## src/rtl/chan_group_pkg.sv

```systemverilog
package chan_group_pkg;
  typedef struct packed {
    logic mask_b;
    logic mask_a;
    logic fmt;
    logic law;
    logic pwr;
  } ctrl_t;
  localparam int CTRL_W = $bits(ctrl_t);
endpackage

```

## src/rtl/ctrl_reg.sv

```systemverilog
module ctrl_reg
  import chan_group_pkg::*;
(
  input  logic       clk_i,
  input  logic       rst_ni,
  input  logic       wr_i,
  input  logic [7:0] wdata_i,
  output ctrl_t      ctrl_o,
  output logic       rise_o,
  output logic       fall_o
);
  ctrl_t ctrl_q;

  always_ff @(posedge clk_i or negedge rst_ni) begin
    if (!rst_ni) ctrl_q <= '0;
    else if (wr_i) ctrl_q <= ctrl_t'(wdata_i[CTRL_W-1:0]);
  end

  assign rise_o = wr_i &  wdata_i[0] & ~ctrl_q.pwr;
  assign fall_o = wr_i & ~wdata_i[0] &  ctrl_q.pwr;
  assign ctrl_o = ctrl_q;

  p_pwr_follows_write_r2: assert property (@(posedge clk_i) disable iff (!rst_ni)
    wr_i |=> ctrl_q.pwr == $past(wdata_i[0]));
endmodule

```

## src/rtl/init_seq.sv

```systemverilog
module init_seq #(
  parameter int INIT_FRAMES = 2
) (
  input  logic clk_i,
  input  logic rst_ni,
  input  logic rise_i,
  input  logic fall_i,
  input  logic frame_i,
  input  logic pwr_i,
  output logic busy_o
);
  localparam int CNT_W = (INIT_FRAMES > 1) ? $clog2(INIT_FRAMES) : 1;
  localparam logic [CNT_W-1:0] LAST = CNT_W'(INIT_FRAMES - 1);

  logic             act_q;
  logic [CNT_W-1:0] cnt_q;

  always_ff @(posedge clk_i or negedge rst_ni) begin
    if (!rst_ni) begin
      act_q <= 1'b0;
      cnt_q <= '0;
    end else if (rise_i) begin
      act_q <= 1'b1;
      cnt_q <= '0;
    end else if (fall_i) begin
      act_q <= 1'b0;
      cnt_q <= '0;
    end else if (act_q && frame_i) begin
      if (cnt_q == LAST) begin
        act_q <= 1'b0;
        cnt_q <= '0;
      end else begin
        cnt_q <= cnt_q + 1'b1;
      end
    end
  end

  assign busy_o = act_q;

  p_start_r7: assert property (@(posedge clk_i) disable iff (!rst_ni)
    rise_i |=> act_q && cnt_q == '0);
  p_abort_r9: assert property (@(posedge clk_i) disable iff (!rst_ni)
    fall_i |=> !act_q);
  p_busy_needs_pwr_r7: assert property (@(posedge clk_i) disable iff (!rst_ni)
    act_q |-> pwr_i);
  p_no_restart_r8: assert property (@(posedge clk_i) disable iff (!rst_ni)
    act_q && !rise_i && !fall_i && !frame_i |=> act_q && $stable(cnt_q));
endmodule

```

## src/rtl/frame_delay.sv

```systemverilog
module frame_delay #(
  parameter int DATA_W = 8,
  parameter int DEPTH  = 2
) (
  input  logic              clk_i,
  input  logic              rst_ni,
  input  logic              frame_i,
  input  logic [DATA_W-1:0] din_i,
  output logic [DATA_W-1:0] dout_o
);
  localparam int STAGES = DEPTH + 1;

  logic [STAGES-1:0][DATA_W-1:0] stage_q;

  for (genvar g = 0; g < STAGES; g++) begin : g_stage
    always_ff @(posedge clk_i or negedge rst_ni) begin
      if (!rst_ni) stage_q[g] <= '0;
      else if (frame_i) stage_q[g] <= (g == 0) ? din_i : stage_q[(g == 0) ? 0 : g-1];
    end
  end

  assign dout_o = stage_q[STAGES-1];

  p_hold_between_frames_r5: assert property (@(posedge clk_i) disable iff (!rst_ni)
    !frame_i |=> $stable(dout_o));
endmodule

```

## src/rtl/chan_group_ctrl.sv

```systemverilog
module chan_group_ctrl
  import chan_group_pkg::*;
#(
  parameter int DATA_W       = 8,
  parameter int INIT_FRAMES  = 2,
  parameter int DELAY_FRAMES = 2
) (
  input  logic              clk_i,
  input  logic              rst_ni,
  input  logic              frame_i,
  input  logic              wr_i,
  input  logic [7:0]        wdata_i,
  output logic [7:0]        rdata_o,
  input  logic [DATA_W-1:0] rin_i,
  input  logic [DATA_W-1:0] sin_i,
  input  logic [DATA_W-1:0] proc_rout_i,
  input  logic [DATA_W-1:0] proc_sout_i,
  output logic [DATA_W-1:0] rout_o,
  output logic [DATA_W-1:0] sout_o,
  input  logic              tone_a_i,
  input  logic              tone_b_i,
  output logic              irq_a_o,
  output logic              irq_b_o,
  output logic              ch_en_o,
  output logic              init_o,
  output logic              bypass_o,
  output logic              alaw_o,
  output logic              g711_o
);
  localparam int N_DIR = 2;

  ctrl_t ctrl;
  logic  rise, fall;

  ctrl_reg i_ctrl_reg (
    .clk_i  (clk_i),
    .rst_ni (rst_ni),
    .wr_i   (wr_i),
    .wdata_i(wdata_i),
    .ctrl_o (ctrl),
    .rise_o (rise),
    .fall_o (fall)
  );

  init_seq #(.INIT_FRAMES(INIT_FRAMES)) i_init_seq (
    .clk_i  (clk_i),
    .rst_ni (rst_ni),
    .rise_i (rise),
    .fall_i (fall),
    .frame_i(frame_i),
    .pwr_i  (ctrl.pwr),
    .busy_o (init_o)
  );

  logic [N_DIR-1:0][DATA_W-1:0] dly_in, dly_out, proc_in, pcm_out;
  assign dly_in  = {sin_i, rin_i};
  assign proc_in = {proc_sout_i, proc_rout_i};

  for (genvar d = 0; d < N_DIR; d++) begin : g_dir
    frame_delay #(.DATA_W(DATA_W), .DEPTH(DELAY_FRAMES)) i_frame_delay (
      .clk_i  (clk_i),
      .rst_ni (rst_ni),
      .frame_i(frame_i),
      .din_i  (dly_in[d]),
      .dout_o (dly_out[d])
    );
    assign pcm_out[d] = ctrl.pwr ? proc_in[d] : dly_out[d];
  end

  assign rout_o   = pcm_out[0];
  assign sout_o   = pcm_out[1];
  assign rdata_o  = {{(8-CTRL_W){1'b0}}, ctrl};
  assign ch_en_o  = ctrl.pwr;
  assign bypass_o = ~ctrl.pwr;
  assign alaw_o   = ctrl.law;
  assign g711_o   = ctrl.fmt;
  assign irq_a_o  = tone_a_i & ~ctrl.mask_a;
  assign irq_b_o  = tone_b_i & ~ctrl.mask_b;

  p_bypass_no_init_r10: assert property (@(posedge clk_i) disable iff (!rst_ni)
    bypass_o |-> !init_o);
  p_masked_quiet_r4: assert property (@(posedge clk_i) disable iff (!rst_ni)
    rdata_o[3] |-> !irq_a_o);
endmodule

```

## config.mk

```make
export PLATFORM = sky130hd
export DESIGN_NAME = chan_group_ctrl
export DESIGN_NICKNAME = d
export VERILOG_FILES = /design/src/rtl/chan_group_pkg.sv /design/src/rtl/ctrl_reg.sv /design/src/rtl/init_seq.sv /design/src/rtl/frame_delay.sv /design/src/rtl/chan_group_ctrl.sv
export SDC_FILE = /design/constraint.sdc
export NUM_CORES = 1
export LEC_CHECK = 0
export BUFFER_PORTS_ARGS = -buffer_cell sky130_fd_sc_hd__buf_2
export CAP_MARGIN = 20
export CORE_ASPECT_RATIO = 0.7
export CORE_MARGIN = 4
export CORE_UTILIZATION = 47
export DETAILED_ROUTE_END_ITERATION = 8
export PLACE_DENSITY = 0.75
export SYNTH_ARGS = -nofsm -noshare
export SYNTH_HDL_FRONTEND = slang
export SYNTH_SLANG_ARGS = --single-unit
export TNS_END_PERCENT = 30
```

## constraint.sdc

```tcl
create_clock -name clk_i -period 1.6 [get_ports clk_i]
set_input_delay 0.32 -clock clk_i [delete_from_list [all_inputs] [get_ports clk_i]]
set_output_delay 0.32 -clock clk_i [all_outputs]
set_load 0.02 [all_outputs]
```

**Word-level counts from Yosys, hierarchy flattened**

Index checks and enable logic that the tools add are counted.

- Add/subtract/negate cells: 1
- Multiply operators: 0
- Div/mod/pow operators: 0
- Magnitude comparators: 0
- Equal/unequal tests: 0
- Shift-type cells: 0
- Mux-type cells: 10
- Bitwise gates (word level): 10
- Reductions and logical operators: 4

Operators by type and width:

| operator | count |
|---|---|
| 8-bit 2-to-1 mux | 2 |
| 1-bit 2-to-1 mux | 8 |
| 1-bit bitwise AND | 6 |
| 3-bit nonzero test | 2 |
| 1-bit inverter | 4 |
| 2-bit AND reduction | 1 |
| 1-bit adder (second input constant) | 1 |
| 1-bit logical AND | 1 |

- Register bits after elaboration: 55
- Latch bits: 0
- RAM bits: 0
- Memory bits (read-only): 0
- Bits of input ports: 46
- Word-level logic and storage cells: 38
- Memories: 0

**Depth between registers and ports, before layout**

Gate-level depths: netlist (run 1).

- Word-level depth: 5
- Depth in mapped cells: 5
- Mapped depth without buffers: 3

**Cells and area by module**

A second synthesis (run 1) with hierarchy kept.

- Cells, all modules: 167
- Area total of the unflattened synthesis: 2752.6 um2

Modules (own cells, without submodules):

| module | instances | cells an instance | area each (um2) | sequential area each (um2) |
|---|---|---|---|---|
| frame_delay | 2 | 59 | 1057.3 | 600.6 |
| chan_group_ctrl | 1 | 28 | 310.3 | 0.0 |
| ctrl_reg | 1 | 13 | 231.5 | 125.1 |
| init_seq | 1 | 8 | 96.3 | 50.0 |

**Worst setup path after synthesis (run 1)**

OpenSTA, ideal clock, no wires.

- Path type: register to output
- Start: register i_ctrl_reg.ctrl_q (netlist bit i_ctrl_reg.ctrl_o[0])
- End: output port rout_o[0]
- Arrival time: 1159 ps
- Required time: 1280 ps
- Setup slack: 121 ps
- Stages on the path, launching flop included: 4
- Cells stage by stage: dfrtp_1 > buf_6 > buf_6 > mux2_2

- Longest elaborated chain between the ends: 1

RTL lines:

| element | line | source |
|---|---|---|
| from (decl) | ctrl_reg.sv:12 | `ctrl_t ctrl_q;` |
| from (signal assigned) | ctrl_reg.sv:16 | `else if (wr_i) ctrl_q <= ctrl_t'(wdata_i[CTRL_W-1:0]);` |
| 8-bit 2-to-1 mux | chan_group_ctrl.sv:67 | `assign pcm_out[d] = ctrl.pwr ? proc_in[d] : dly_out[d];` |
| to (decl) | chan_group_ctrl.sv:18 | `output logic [DATA_W-1:0] rout_o,` |

Every way passes these cells.

**Worst setup path after layout (run 1)**

- Start: register i_ctrl_reg.ctrl_q (netlist bit i_ctrl_reg.ctrl_o[0])
- End: output port sout_o[7]

- Longest elaborated chain between the ends: 1

RTL lines:

| element | line | source |
|---|---|---|
| 8-bit 2-to-1 mux | chan_group_ctrl.sv:67 |  |
| to (decl) | chan_group_ctrl.sv:19 | `output logic [DATA_W-1:0] sout_o,` |

Every way passes these cells.

==> results.json, run 1 <==
{
  "r2r_cells": 4,
  "grt_usage_pct": 12.8,
  "maxCapViolCount": 0,
  "grt-ovfl-total": 0,
  "peakVddDrop_mv": 0.714,
  "violations": "setup timing",
  "p_int_w": 0.00278,
  "drt_pass1_iterations": 4,
  "yosys_most_used_dff": "dfrtp_1",
  "cp.arrival_ns": 1.42,
  "ys_ff_latch": 55,
  "setup_ws_ns": -0.135,
  "switching_power_w": 0.000953,
  "clock.fmax_mhz": 576,
  "design.core.area_mm2": 0.00483,
  "die_h_um": 67.6,
  "timing.final.crit_share_pct": 108,
  "grt_setup_unrepaired": "yes",
  "clkTransAtPathRegs_ns": 0.09,
  "final_core_util_pct": 64.8,
  "synth_area_mm2": 0.00239,
  "synth_edf_count": 0,
  "n_fill_cell": 404,
  "p_leak_nw": 1.49,
  "cp-end-kind": "output pin",
  "dr_total_vias": 1429,
  "whs_ns": 0.00242,
  "grt_max_degree": 56,
  "die_area_mm2": 0.00630,
  "hold_path_class": "input port to asynchronous set/reset pin",
  "yosysMostFrequentCell": "mux2_2",
  "grt_pass1_vias": 1369,
  "synth_top_area_share_pct": 57.7,
  "cp_max_fo": 6,
  "ys_types": 18,
  "pwr-share-seq_pct": 46.3,
  "hold_buffers": 0,
  "cts_tree": "yes",
  "criticalPathCategory": "flop to output pin",
  "seq_area_frac_synth_pct": 57.7,
  "fin_crit_ns": 1.74,
  "synthTopCellsByArea": "dfrtp_1 (58%), mux2_2 (30%), buf_6 (3.8%), mux2_4 (2.5%), buf_4 (1.9%)",
  "clkSinkCount": 55,
  "nNetsFinal": 270,
  "r2r_slack_ns": 0.43,
  "setup_viol": 18,
  "drv_slew": 0,
  "detailed_place_hpwl_um": 2750,
  "start_util_pct": 49.4,
  "required_ns": 1.28,
  "p_sw_share_pct": 25.5,
  "p_per_area_mw_per_mm2": 1190,
  "synthTopCellsByCount": "mux2_2 (64), dfrtp_1 (55), buf_6 (8), buf_4 (6), mux2_4 (4)",
  "yosysWarnings": 0,
  "synthToLayoutAreaGrowth_pct": 31.3,
  "wl_per_cell_um": 15.1,
  "cp-start-kind": "flop",
  "r2r_end": "i_init_seq.cnt_q$_DFFE_PN0P_",
  "syn_avg_cell_area_um2": 15.6,
  "status": "finished with violations",
  "die_w_um": 93.2,
  "cts_buffer_depth": 2,
  "num_rows": 21,
  "io_buffers": 70,
  "vias_per_cell": 4.86,
  "comb_power_share_pct": 25.6,
  "r2r-start": "i_ctrl_reg.ctrl_o[0]$_DFFE_PN0P_",
  "final_layout_size_suffix_gt1_share_pct": 69.3,
  "htree_levels": 2,
  "routabilityCongestion": 0.663,
  "yosysTopAreaCell": "dfrtp_1",
  "ios": 77,
  "final_antenna_net_count": 0,
  "fin_worst_skew_ns": 0.00703,
  "drc": 0,
  "antenna_found_initial": 0,
  "clk_latency_ns": 0.30,
  "grt_pass1_wl_um": 6200,
  "syn_inst": 153,
  "drtIter0Drc": 38,
  "clock-root-buffer": "clkbuf_8",
  "hold_violations": 0,
  "routed_wl_um": 4430,
  "n_antenna_cell": 0,
  "final_area_mm2": 0.00313,
  "dpl_cell_area_mm2": 0.00275,
  "ys_async_sr_fraction_pct": 100,
  "numCtsBuffers": 5,
  "clockPowerShare_pct": 28.1
}
layout by cell type (no fill, tap or decap):
cell / count
a21boi_1: 1
a21oi_2: 1
buf_12: 3
buf_2: 51
buf_4: 1
buf_6: 20
bufinv_16: 2
clkbuf_1: 1
clkbuf_16: 2
clkbuf_8: 5
conb_1: 3
dfrtp_1: 54
dfrtp_2: 1
inv_2: 1
mux2_2: 48
mux2_4: 20
nand2_1: 2
nand2_2: 1
nand2b_1: 1
nand3_1: 1
nor2b_1: 2
o21ai_0: 1
o21ai_1: 1
xor2_1: 2
how the worst max path moves through the flow:
| stage | start | to | slack [ns] | cells past startpoint |
|---|---|---|---|---|
| after floorplan | i_ctrl_reg.ctrl_o[0]$_DFFE_PN0P_ | rout_o[0] | 0.12 | 3 |
| after global placement | i_ctrl_reg.ctrl_o[0]$_DFFE_PN0P_ | sout_o[1] | 0.23 | 3 |
| after detailed placement | i_ctrl_reg.ctrl_o[0]$_DFFE_PN0P_ | sout_o[1] | 0.22 | 3 |
| after CTS | i_ctrl_reg.ctrl_o[0]$_DFFE_PN0P_ | sout_o[1] | -0.12 | 3 |
| after global routing | i_ctrl_reg.ctrl_o[0]$_DFFE_PN0P_ | sout_o[7] | -0.18 | 3 |
| final | i_ctrl_reg.ctrl_o[0]$_DFFE_PN0P_ | sout_o[7] | -0.14 | 3 |
registers in the layout (all words and copies together), names as in the netlist:
| signal | count |
|---|---|
| g_dir.i_frame_delay.stage_q | 32 |
| i_ctrl_reg.ctrl_o | 5 |
| i_init_seq.busy_o | 1 |
| i_init_seq.cnt_q | 1 |
| g_dir.i_frame_delay.dout_o | 16 |
stage by stage:
stage          setup TNS, ns  power, W  worst slack [ns]  instances
4_1_cts                -1.62   0.00357            -0.122        290
6_report               -2.05   0.00373            -0.135        294
5_1_grt                -2.97   0.00392            -0.182        294
3_5_place_dp               0   0.00251             0.222        282
3_3_place_gp               0   0.00248             0.231        282
2_1_floorplan              0   0.00227             0.121        155
power groups by stage:
stage                     combinational [W]  clock (W)  sequential, W
after floorplan                    0.000531          0        0.00174
after global placement             0.000741          0        0.00174
after detailed placement           0.000760          0        0.00175
after CTS                          0.000764    0.00108        0.00172
after global routing                0.00102    0.00114        0.00176
final                              0.000956    0.00105        0.00173
critical path, cell delays in order, from the launching register on:
cell and delay, ns:
dfrtp_2 0.48, clkbuf_16 0.19, mux2_4 0.30, buf_6 0.13
final cells by class:
cell class	count	area, µm²	share of cell area (%)
clock inverter	2	60.1	1.92
inverter	1	3.75	0.120
clock buffer	6	72.6	2.32
multi-input combinational	84	933	29.8
sequential	55	1380	44.0
tap	69	86.3	2.76
timing repair buffer	77	598	19.1
routing by layer:
metal | wire, µm | vias up | GRT usage [%]
li1 | - | 665 | -
met4 | 16 | 0 | 4.39
met5 | 0 | - | 0
met3 | 222 | 2 | 4.12
met2 | 2270 | 35 | 20.6
met1 | 1920 | 727 | 16.5
cell families (layout without fill, tap and decap cells):
group,Yosys count,count (layout),synth area share (%)
AOI/OAI and AO/OA,4,4,1.10
xor gates and xnor gates,2,2,0.734
buffers and inverters,16,86,6.03
DFF,55,55,57.7
muxes,68,68,32.7
other,1,3,0.157
and+or+nand+nor,7,7,1.57
repair_timing:
item / in CTS / in global routing
gates cloned: 0 / 2
endpoints found under the setup margin: 16 / 16
buffers inserted: 0 / 2
resized for setup: 0 / 59
Note: power is estimated with default switching activity, not from simulation.
==> inputs of run 2 (changes only) <==
--- a/config.mk
+++ b/config.mk
@@ -12,6 +12,7 @@
 export CORE_UTILIZATION = 47
 export DETAILED_ROUTE_END_ITERATION = 8
 export PLACE_DENSITY = 0.75
+export RECOVER_POWER = 100
 export SYNTH_ARGS = -nofsm -noshare
 export SYNTH_HDL_FRONTEND = slang
 export SYNTH_SLANG_ARGS = --single-unit
==> results.json, run 2 (synthesis gave the netlist of run 1 again) <==
{
  "cp.arrival_ns": 1.41,
  "cts_buffer_depth": 2,
  "hold_buffers": 0,
  "final_common_cell": "dfrtp_1",
  "r2r_slack_ns": 0.43,
  "worstMarginPinSlew_ns": 1.33,
  "start_util_pct": 49.4,
  "dp_slack_ns": 0.222,
  "cp-end-kind": "output pin",
  "crit_slowest_cell": "dfrtp_2",
  "clock-root-buffer": "clkbuf_8",
  "timing.final.crit_share_pct": 108,
  "io_buffers": 70,
  "fin_worst_skew_ns": 0.00704,
  "grt_pass1_vias": 1369,
  "final_layout_size_suffix_gt1_share_pct": 68.0,
  "p_leak_nw": 1.46,
  "criticalPathCategory": "flop to output pin",
  "clock.fmax_mhz": 577,
  "mostFrequentLayoutCells": "dfrtp_1 (54), buf_2 (51), mux2_2 (48), buf_6 (20), mux2_4 (17)",
  "r2r_cells": 4,
  "clk_latency_ns": 0.30,
  "vias_per_cell": 4.87,
  "maxCapViolCount": 0,
  "numCtsBuffers": 5,
  "hold_path_class": "input port to flop",
  "n_antenna_cell": 0,
  "grt_setup_unrepaired": "yes",
  "dr_total_vias": 1431,
  "top_register": "g_dir.i_frame_delay.stage_q",
  "peakVddDrop_mv": 0.702,
  "grt_max_degree": 56,
  "die_h_um": 67.6,
  "largest_reg_flops": 32,
  "nNetsFinal": 270,
  "min-delay-start": "rin_i[4]",
  "n_fill_cell": 409,
  "hold_end": "g_dir[0].i_frame_delay.stage_q[4]$_DFFE_PN0P_",
  "setup_viol": 18,
  "r2r_end": "i_init_seq.cnt_q$_DFFE_PN0P_",
  "num_rows": 21,
  "required_ns": 1.28,
  "violations": "setup timing",
  "clkSinkCount": 55,
  "status": "finished with violations",
  "wl_per_cell_um": 15.0,
  "die_area_mm2": 0.00630,
  "path_buf_inv": 2,
  "grt-ovfl-total": 0,
  "drc": 0,
  "final_core_util_pct": 64.0,
  "cp_max_fo": 6,
  "fin_cells": 294,
  "synthToLayoutAreaGrowth_pct": 29.6,
  "r2r-start": "i_ctrl_reg.ctrl_o[0]$_DFFE_PN0P_",
  "routabilityCongestion": 0.663,
  "cp-start-kind": "flop",
  "hold_violations": 0,
  "cts_tree": "yes",
  "htree_levels": 2,
  "setup_ws_ns": -0.133,
  "routed_wl_um": 4410,
  "maxSlewHeadroom_pct": 11.0,
  "die_w_um": 93.2,
  "cp-startpoint": "i_ctrl_reg.ctrl_o[0]$_DFFE_PN0P_",
  "detailed_place_hpwl_um": 2750,
  "grt_usage_pct": 12.8,
  "finalSetupTns_ns": -2.01,
  "placed_cells": 282,
  "clkTransAtPathRegs_ns": 0.09,
  "fin_crit_ns": 1.73,
  "drt_pass1_iterations": 4,
  "drtIter0Drc": 37,
  "design.core.area_mm2": 0.00483,
  "antenna_found_initial": 0,
  "ios": 77,
  "crit_chain": "clkbuf_16 -> mux2_4 -> buf_6",
  "drv_slew": 0,
  "slowest_delay_ns": 0.48,
  "worstHoldPathCells": 2,
  "grt_pass1_wl_um": 6200,
  "p_per_area_mw_per_mm2": 1200,
  "final_antenna_net_count": 0,
  "critPathTopFamily": "flip-flops"
}
-- run 2: changes by cell type in the layout (fill, tap and decap cells not counted), sizes merged --
cell and delta:
buf -2, clkbuf +2
-- run 2: worst max-delay path by stage --
stage / end / slack (ns) / cells after the start
after CTS: sout_o[1] / -0.12 / 3
after detailed placement: sout_o[1] / 0.22 / 3
after global routing: sout_o[7] / -0.18 / 3
final: sout_o[7] / -0.13 / 3
after floorplan: rout_o[0] / 0.12 / 3
after global placement: sout_o[1] / 0.23 / 3
-- run 2: power by group --
part	internal (W)	switching, W
Sequential	0.00160	0.000124
Combinational	0.000536	0.000402
Clock	0.000625	0.000422
Total	0.00277	0.000948
-- run 2: cell type report --
type / count / area, µm² / share of cell area [%]
timing repair buffer: 77 / 571 / 18.4
tap: 69 / 86.3 / 2.79
sequential: 55 / 1380 / 44.5
clock buffer: 6 / 72.6 / 2.35
inverter: 1 / 3.75 / 0.121
clock inverter: 2 / 60.1 / 1.94
multi-input combinational: 84 / 922 / 29.8
-- run 2: per-layer routing --
layer | wire length (µm) | up-vias | track usage (%)
met5 | 0 | - | 0
met4 | 16 | 0 | 4.39
met3 | 222 | 2 | 4.12
met2 | 2270 | 35 | 20.6
met1 | 1900 | 730 | 16.5
li1 | - | 664 | -
-- run 2: through the flow --
step,hold slack [ns],instance area [µm²],total power (W)
final,0.244,3090,0.00371
after floorplan,0.0244,2390,0.00227
after global routing,0.226,3090,0.00391
after detailed placement,0.339,2750,0.00251
after CTS,0.0120,2880,0.00357
after global placement,0.338,2750,0.00248
-- run 2: timing repair --
action                     4_1_cts  5_1_grt
gates resized for setup          0       59
cloned                           0        2
setup endpoints to repair       16       16
setup buffers                    0        2
